$ cat src/rtl/octkey_pkg.sv
// Shared constants and the position type for the octal entry sequencer.
package octkey_pkg;
    localparam int BYTE_W     = 8;   // assembled byte width
    localparam int DIGIT_W    = 3;   // width of one octal digit
    localparam int HI_W       = 2;   // width of the leading field
    localparam int NUM_FIELDS = 3;   // digits per byte

    // Entry position; SLOT_SPARE is never entered.
    typedef enum logic [1:0] {
        SLOT_HI    = 2'd0,
        SLOT_MID   = 2'd1,
        SLOT_LO    = 2'd2,
        SLOT_SPARE = 2'd3
    } slot_e;
endpackage

$ cat src/rtl/octkey_slot_counter.sv
// Position counter: steps through the three entry positions on key release.
// Assumes step and clear are single-cycle strobes. Clear wins over step.
// wrap_o marks a step taken from the last position.
module octkey_slot_counter
    import octkey_pkg::*;
(
    input  logic  clk,
    input  logic  rst_n,
    input  logic  step_i,
    input  logic  clear_i,
    output slot_e slot_o,
    output logic  wrap_o
);
    slot_e slot_q;
    slot_e slot_nxt;

    // Successor position for one step.
    always_comb begin
        case (slot_q)
            SLOT_HI:  slot_nxt = SLOT_MID;
            SLOT_MID: slot_nxt = SLOT_LO;
            default:  slot_nxt = SLOT_HI;
        endcase
    end

    // Position register with clear priority.
    always_ff @(posedge clk) begin
        if (!rst_n)       slot_q <= SLOT_HI;
        else if (clear_i) slot_q <= SLOT_HI;
        else if (step_i)  slot_q <= slot_nxt;
    end

    assign slot_o = slot_q;
    assign wrap_o = step_i && !clear_i && (slot_q == SLOT_LO);
endmodule

$ cat src/rtl/octkey_field_reg.sv
// Output byte register built from one field register per entry position.
// Each field loads from the low bits of the digit when its position is
// current and load is high. It holds otherwise.
module octkey_field_reg
    import octkey_pkg::*;
(
    input  logic               clk,
    input  logic               rst_n,
    input  logic               load_i,
    input  slot_e              slot_i,
    input  logic [DIGIT_W-1:0] digit_i,
    output logic [BYTE_W-1:0]  byte_o
);
    for (genvar g = 0; g < NUM_FIELDS; g++) begin : g_fld
        localparam int W   = (g == 0) ? HI_W : DIGIT_W;
        localparam int LSB = BYTE_W - HI_W - g * DIGIT_W;
        logic [W-1:0] q;

        // Capture this field's digit bits on a load at its position.
        always_ff @(posedge clk) begin
            if (!rst_n)                                q <= '0;
            else if (load_i && slot_i == slot_e'(g))   q <= digit_i[W-1:0];
        end

        assign byte_o[LSB +: W] = q;
    end
endmodule

$ cat src/rtl/octkey_ready_pulse.sv
// Fixed-length ready pulse generator. A fire strobe restarts the window,
// and ready stays high for READY_CYCLES cycles after the edge that saw it.
// Assumes READY_CYCLES >= 1.
module octkey_ready_pulse #(
    parameter int READY_CYCLES = 50
) (
    input  logic clk,
    input  logic rst_n,
    input  logic fire_i,
    output logic ready_o
);
    localparam int CNT_W = $clog2(READY_CYCLES + 1);
    logic [CNT_W-1:0] left_q;

    // Remaining high cycles; reloaded on fire, counted down otherwise.
    always_ff @(posedge clk) begin
        if (!rst_n)           left_q <= '0;
        else if (fire_i)      left_q <= CNT_W'(READY_CYCLES);
        else if (left_q != 0) left_q <= left_q - 1'b1;
    end

    assign ready_o = (left_q != 0);
endmodule

$ cat src/rtl/octal_byte_sequencer.sv
// Three-digit octal entry sequencer: packs 2+3+3 bit fields MSB-first into
// one byte. Press writes the field, release advances the position, and the
// third release raises ready. Inputs are assumed synchronous and debounced.
module octal_byte_sequencer
    import octkey_pkg::*;
#(
    parameter int READY_CYCLES = 50
) (
    input  logic               clk,
    input  logic               rst_n,
    input  logic [DIGIT_W-1:0] digit_i,
    input  logic               load_i,
    input  logic               step_i,
    input  logic               clear_i,
    output logic [BYTE_W-1:0]  byte_o,
    output logic               ready_o
);
    slot_e slot_q;
    logic  wrap;

    octkey_slot_counter u_slot (
        .clk     (clk),
        .rst_n   (rst_n),
        .step_i  (step_i),
        .clear_i (clear_i),
        .slot_o  (slot_q),
        .wrap_o  (wrap)
    );

    octkey_field_reg u_fields (
        .clk     (clk),
        .rst_n   (rst_n),
        .load_i  (load_i),
        .slot_i  (slot_q),
        .digit_i (digit_i),
        .byte_o  (byte_o)
    );

    octkey_ready_pulse #(.READY_CYCLES(READY_CYCLES)) u_ready (
        .clk     (clk),
        .rst_n   (rst_n),
        .fire_i  (wrap),
        .ready_o (ready_o)
    );
endmodule

$ cat config.mk
export PLATFORM = sky130hd
export DESIGN_NAME = octal_byte_sequencer
export DESIGN_NICKNAME = d
export VERILOG_FILES = /design/src/rtl/octkey_pkg.sv /design/src/rtl/octkey_slot_counter.sv /design/src/rtl/octkey_field_reg.sv /design/src/rtl/octkey_ready_pulse.sv /design/src/rtl/octal_byte_sequencer.sv
export SDC_FILE = /design/constraint.sdc
export NUM_CORES = 1
export LEC_CHECK = 0
export BUFFER_PORTS_ARGS = -buffer_cell sky130_fd_sc_hd__buf_2
export CORE_UTILIZATION = 49
export CTS_CLUSTER_SIZE = 24
export DETAILED_ROUTE_END_ITERATION = 16
export PLACE_DENSITY = 0.84
export SYNTH_ARGS = -nofsm -noshare
export SYNTH_HDL_FRONTEND = slang
export SYNTH_SLANG_ARGS = --single-unit
export TNS_END_PERCENT = 10
$ cat constraint.sdc
create_clock -name clk -period 2.12 [get_ports clk]
set_clock_uncertainty 0.15 [all_clocks]
set_input_delay 0.212 -clock clk [delete_from_list [all_inputs] [get_ports clk]]
set_output_delay 0.212 -clock clk [all_outputs]
set_load 0.02 [all_outputs]
==> flow_results.xml <==
<?xml version="1.0" encoding="UTF-8"?>
<metrics>
  <group name="layout">
    <metric name="diodes" unit="">0</metric>
    <metric name="fin_nets" unit="">102</metric>
    <metric name="flow.area_growth_from_synthesis" unit="%">25.0</metric>
    <metric name="finalInstanceArea" unit="µm²">857</metric>
    <metric name="final_layout_size_suffix_gt1_frac" unit="">0.315</metric>
  </group>
  <group name="worst_setup_path">
    <metric name="end_kind" unit="">primary output</metric>
    <metric name="crit_path_start_kind" unit="">register</metric>
    <metric name="critPathRequiredTime" unit="ns">1.76</metric>
    <metric name="critical_path.max_stage_delay" unit="ns">0.40</metric>
    <metric name="worstPathMaxFanout" unit="">5</metric>
    <metric name="critical_path.cell_chain" unit="">inv_1 -&gt; ha_4 -&gt; or3b_4 -&gt; nor3_4 -&gt; inv_2 -&gt; buf_2</metric>
    <metric name="timing.critical_path.arrival" unit="ns">1.68</metric>
    <metric name="timing_worst_setup_path_type" unit="">reg -&gt; out</metric>
    <metric name="slowest_stage" unit="">sky130_fd_sc_hd__or3b_4</metric>
  </group>
  <group name="die">
    <metric name="ios" unit="">17</metric>
    <metric name="die_area" unit="µm²">1550</metric>
    <metric name="placement_rows" unit="">13</metric>
    <metric name="design.core.area" unit="µm²">1300</metric>
    <metric name="die_x" unit="µm">39.4</metric>
    <metric name="initial_core_util" unit="">0.527</metric>
    <metric name="die_height" unit="µm">39.4</metric>
  </group>
  <group name="status">
    <metric name="failed_checks" unit="">design-rule violations</metric>
    <metric name="run_status" unit="">finished, violations left</metric>
  </group>
  <group name="clocking">
    <metric name="cts_tree" unit="">done</metric>
    <metric name="clock_tree.htree_level_count" unit="">1</metric>
    <metric name="ctsHoldBuffers" unit="">0</metric>
    <metric name="clock_tree.buffer_depth" unit="">2</metric>
    <metric name="insertion_delay_of_the_later_clocked_pin_in_the_worst_skew_pair" unit="ns">0.29</metric>
    <metric name="clock_transition_time_at_the_flip_flop_clock_pins_of_the_worst_setup_and_hold_paths" unit="ns">0.09</metric>
    <metric name="cts-buffers-inserted" unit="">3</metric>
    <metric name="clock_tree.root_cell" unit="">sky130_fd_sc_hd__clkbuf_4</metric>
    <metric name="cts_num_sinks" unit="">16</metric>
  </group>
  <group name="route">
    <metric name="detail_route.vias_per_cell" unit="">5.50</metric>
    <metric name="route.detailed.drc" unit="">2</metric>
    <metric name="post_drt_wl_per_cell" unit="µm">13.0</metric>
    <metric name="route.vias.total" unit="">588</metric>
    <metric name="postRouteAntennaNets" unit="">0</metric>
    <metric name="wire_length_after_detailed_routing" unit="µm">1390</metric>
    <metric name="detail_route.iter0.violations" unit="">21</metric>
    <metric name="drt_first_pass_iters" unit="">12</metric>
  </group>
  <group name="yosys">
    <metric name="synth_adder_area_share" unit="">0.0182</metric>
    <metric name="synthesized_area_fraction_occupied_by_and_or_nand_nor_cells" unit="">0.239</metric>
    <metric name="post_synth_xor_xnor_area" unit="">0.0128</metric>
    <metric name="synth_top_family_by_area" unit="">simple AND/OR/NAND/NOR gates</metric>
    <metric name="muxShareOfSynthArea" unit="">0.117</metric>
    <metric name="synth.cells.most_frequent" unit="">16 x sky130_fd_sc_hd__dfxtp_1, 10 x sky130_fd_sc_hd__nor2_1, 8 x sky130_fd_sc_hd__mux2i_1</metric>
    <metric name="post_synth.cell_area_avg" unit="µm²">9.80</metric>
    <metric name="syn-num-nets" unit="">79</metric>
    <metric name="yosysWarnings" unit="">0</metric>
    <metric name="post_synth_inst_count" unit="">70</metric>
    <metric name="syn-cell-area" unit="µm²">686</metric>
    <metric name="asyncSetResetFlopFracSynth" unit="">0</metric>
    <metric name="synth_top_cell_area_share" unit="">0.467</metric>
    <metric name="synth.yosys.seq_area_share" unit="">0.467</metric>
    <metric name="synth-seq-cells" unit="">16</metric>
    <metric name="synth_largest_area_cell" unit="">sky130_fd_sc_hd__dfxtp_1</metric>
    <metric name="dominantRegCellSynth" unit="">sky130_fd_sc_hd__dfxtp_1</metric>
    <metric name="netlist-cell-type-count" unit="">28</metric>
    <metric name="post_synth_edffs" unit="">0</metric>
    <metric name="post_synth_main_area_contributors" unit="">sky130_fd_sc_hd__dfxtp_1 47%, sky130_fd_sc_hd__mux2i_1 12%, sky130_fd_sc_hd__nor2_1 5.5%, sky130_fd_sc_hd__o311ai_1 2.6%, sky130_fd_sc_hd__inv_1 2.2%</metric>
    <metric name="synth_most_common_cell" unit="">sky130_fd_sc_hd__dfxtp_1</metric>
    <metric name="compound_gate_portion_of_the_synthesized_area" unit="">0.113</metric>
  </group>
  <group name="grt">
    <metric name="grt_util_all_layers" unit="">0.195</metric>
    <metric name="vias_in_the_first_global_route" unit="">470</metric>
    <metric name="grt_max_degree" unit="">10</metric>
    <metric name="grt_antenna_before_repair" unit="">0</metric>
    <metric name="grt_pass1_wl" unit="µm">1950</metric>
    <metric name="global_route.overflow_total" unit="">0</metric>
  </group>
  <group name="placement">
    <metric name="numPortBuffers" unit="">16</metric>
    <metric name="place_ws" unit="ns">0.332</metric>
    <metric name="post_dp_cell_area" unit="µm²">785</metric>
    <metric name="place_congestion" unit="">0.970</metric>
    <metric name="detailed_place_hpwl" unit="µm">1030</metric>
  </group>
  <group name="timing">
    <metric name="slew_headroom" unit="">0.665</metric>
    <metric name="number_of_failing_hold_endpoints_at_the_final_stage" unit="">0</metric>
    <metric name="maxClockFrequency" unit="MHz">489</metric>
    <metric name="fin_crit_sh" unit="">0.965</metric>
    <metric name="fin_setup_tns" unit="ns">0</metric>
    <metric name="unrepaired_setup_endpoints_after_global_routing" unit="">false</metric>
    <metric name="setup-violations-final" unit="">0</metric>
    <metric name="final_period_minus_worst_setup_slack" unit="ns">2.05</metric>
    <metric name="worst_slack" unit="ns">0.0744</metric>
    <metric name="slew_violations" unit="">0</metric>
    <metric name="worstMarginPinSlew" unit="ns">0.501</metric>
  </group>
  <group name="pwr">
    <metric name="power.density" unit="nW/µm²">1210</metric>
    <metric name="total_leakage_power" unit="nW">0.419</metric>
    <metric name="max-vdd-ir-drop" unit="mV">0.747</metric>
  </group>
  <group name="min_path">
    <metric name="hp-class" unit="">in -&gt; reg</metric>
  </group>
  <group name="flow_run">
    <metric name="cap_viol_max_count" unit="">0</metric>
  </group>
</metrics>
==> kinds of logic (layout without fill, tap and decap cells) <==
kind of cell             Yosys count  count (layout)
AND/OR/NAND/NOR                   28              28
flip-flops                        16              16
AO/OA/AOI/OAI                     10              10
multiplexers                       8               8
buffers and inverters              6              28
adder cells (fa/ha/maj)            1               1
XOR/XNOR                           1               1
==> cells in the final DEF (no fill, tap or decap), types with 2 or more instances in the layout <==
cell,synthesis,final
sky130_fd_sc_hd__a21oi_1,2,2
sky130_fd_sc_hd__buf_2,0,16
sky130_fd_sc_hd__buf_4,0,2
sky130_fd_sc_hd__clkbuf_4,0,3
sky130_fd_sc_hd__dfxtp_1,16,14
sky130_fd_sc_hd__dfxtp_2,0,2
sky130_fd_sc_hd__inv_1,4,4
sky130_fd_sc_hd__mux2i_1,8,8
sky130_fd_sc_hd__nand2_1,4,4
sky130_fd_sc_hd__nand3b_1,2,2
sky130_fd_sc_hd__nor2_1,10,10
sky130_fd_sc_hd__nor3_1,2,2
sky130_fd_sc_hd__nor3b_1,2,2
sky130_fd_sc_hd__o311ai_1,2,2
==> power by group <==
group	internal, W	switching (W)
sequential	0.000354	0.0000659
clock	0.000105	0.0000968
combinational	0.000218	0.000196
total	0.000677	0.000359
==> worst max-delay path: cells and delay by family (launching register included) <==
kind          cells  cell delay (ns)
flops             1             0.35
simple gates      2             0.59
fa+ha+maj         1             0.16
buf+inv           3             0.30
==> final cells by class <==
class	instances	area [µm²]
fillers	109	444
multi-input cells	48	362
flip-flops and latches	16	323
repair buffers	18	95.1
clock buffers	4	36.3
inverters	6	22.5
well taps	15	18.8
==> routing by layer <==
metal | GRT usage | share of wire | wire length [µm] | vias to the layer above
li1 | - | - | - | 299
met1 | 0.249 | 0.46 | 641 | 272
met2 | 0.279 | 0.48 | 673 | 15
met3 | 0.0682 | 0.043 | 60 | 2
met4 | 0.112 | 0.010 | 14 | 0
met5 | 0 | 0 | 0 | -
==> worst paths after layout <==
check / cells past startpoint / to / slack, ns / from
max reg2reg: 6 / u_ready.left_q[4]$_SDFFE_PN0P_ / 0.27 / u_ready.left_q[0]$_SDFFE_PP0P_
min reg2reg: 2 / u_fields.g_fld[2].q[0]$_SDFFE_PN0P_ / 0.35 / u_fields.g_fld[2].q[0]$_SDFFE_PN0P_
min: 3 / u_fields.g_fld[1].q[2]$_SDFFE_PN0P_ / 0.02 / digit_i[2]
max: 6 / ready_o / 0.07 / u_ready.left_q[0]$_SDFFE_PP0P_
==> stage by stage <==
step,total power (W),hold slack (ns),cells,util
after floorplan,0.000660,0.193,70,-
after global placement,0.000725,0.311,101,0.603
after detailed placement,0.000740,0.323,101,0.603
after CTS,0.000940,0.0152,105,0.631
after global routing,0.00110,0.0314,107,0.659
final,0.00104,0.0178,107,0.659
==> state kept, by name (all words and copies together), names as in the netlist <==
name              flops
u_slot.slot_o         2
u_fields.g_fld.q      8
u_ready.left_q        6
==> what timing repair did <==
| item | CTS | global route |
|---|---|---|
| resized for setup | 0 | 5 |
| setup buffers | 0 | 2 |
| setup endpoints to repair | 0 | 1 |
No activity file was read; power rests on OpenSTA's default activity.
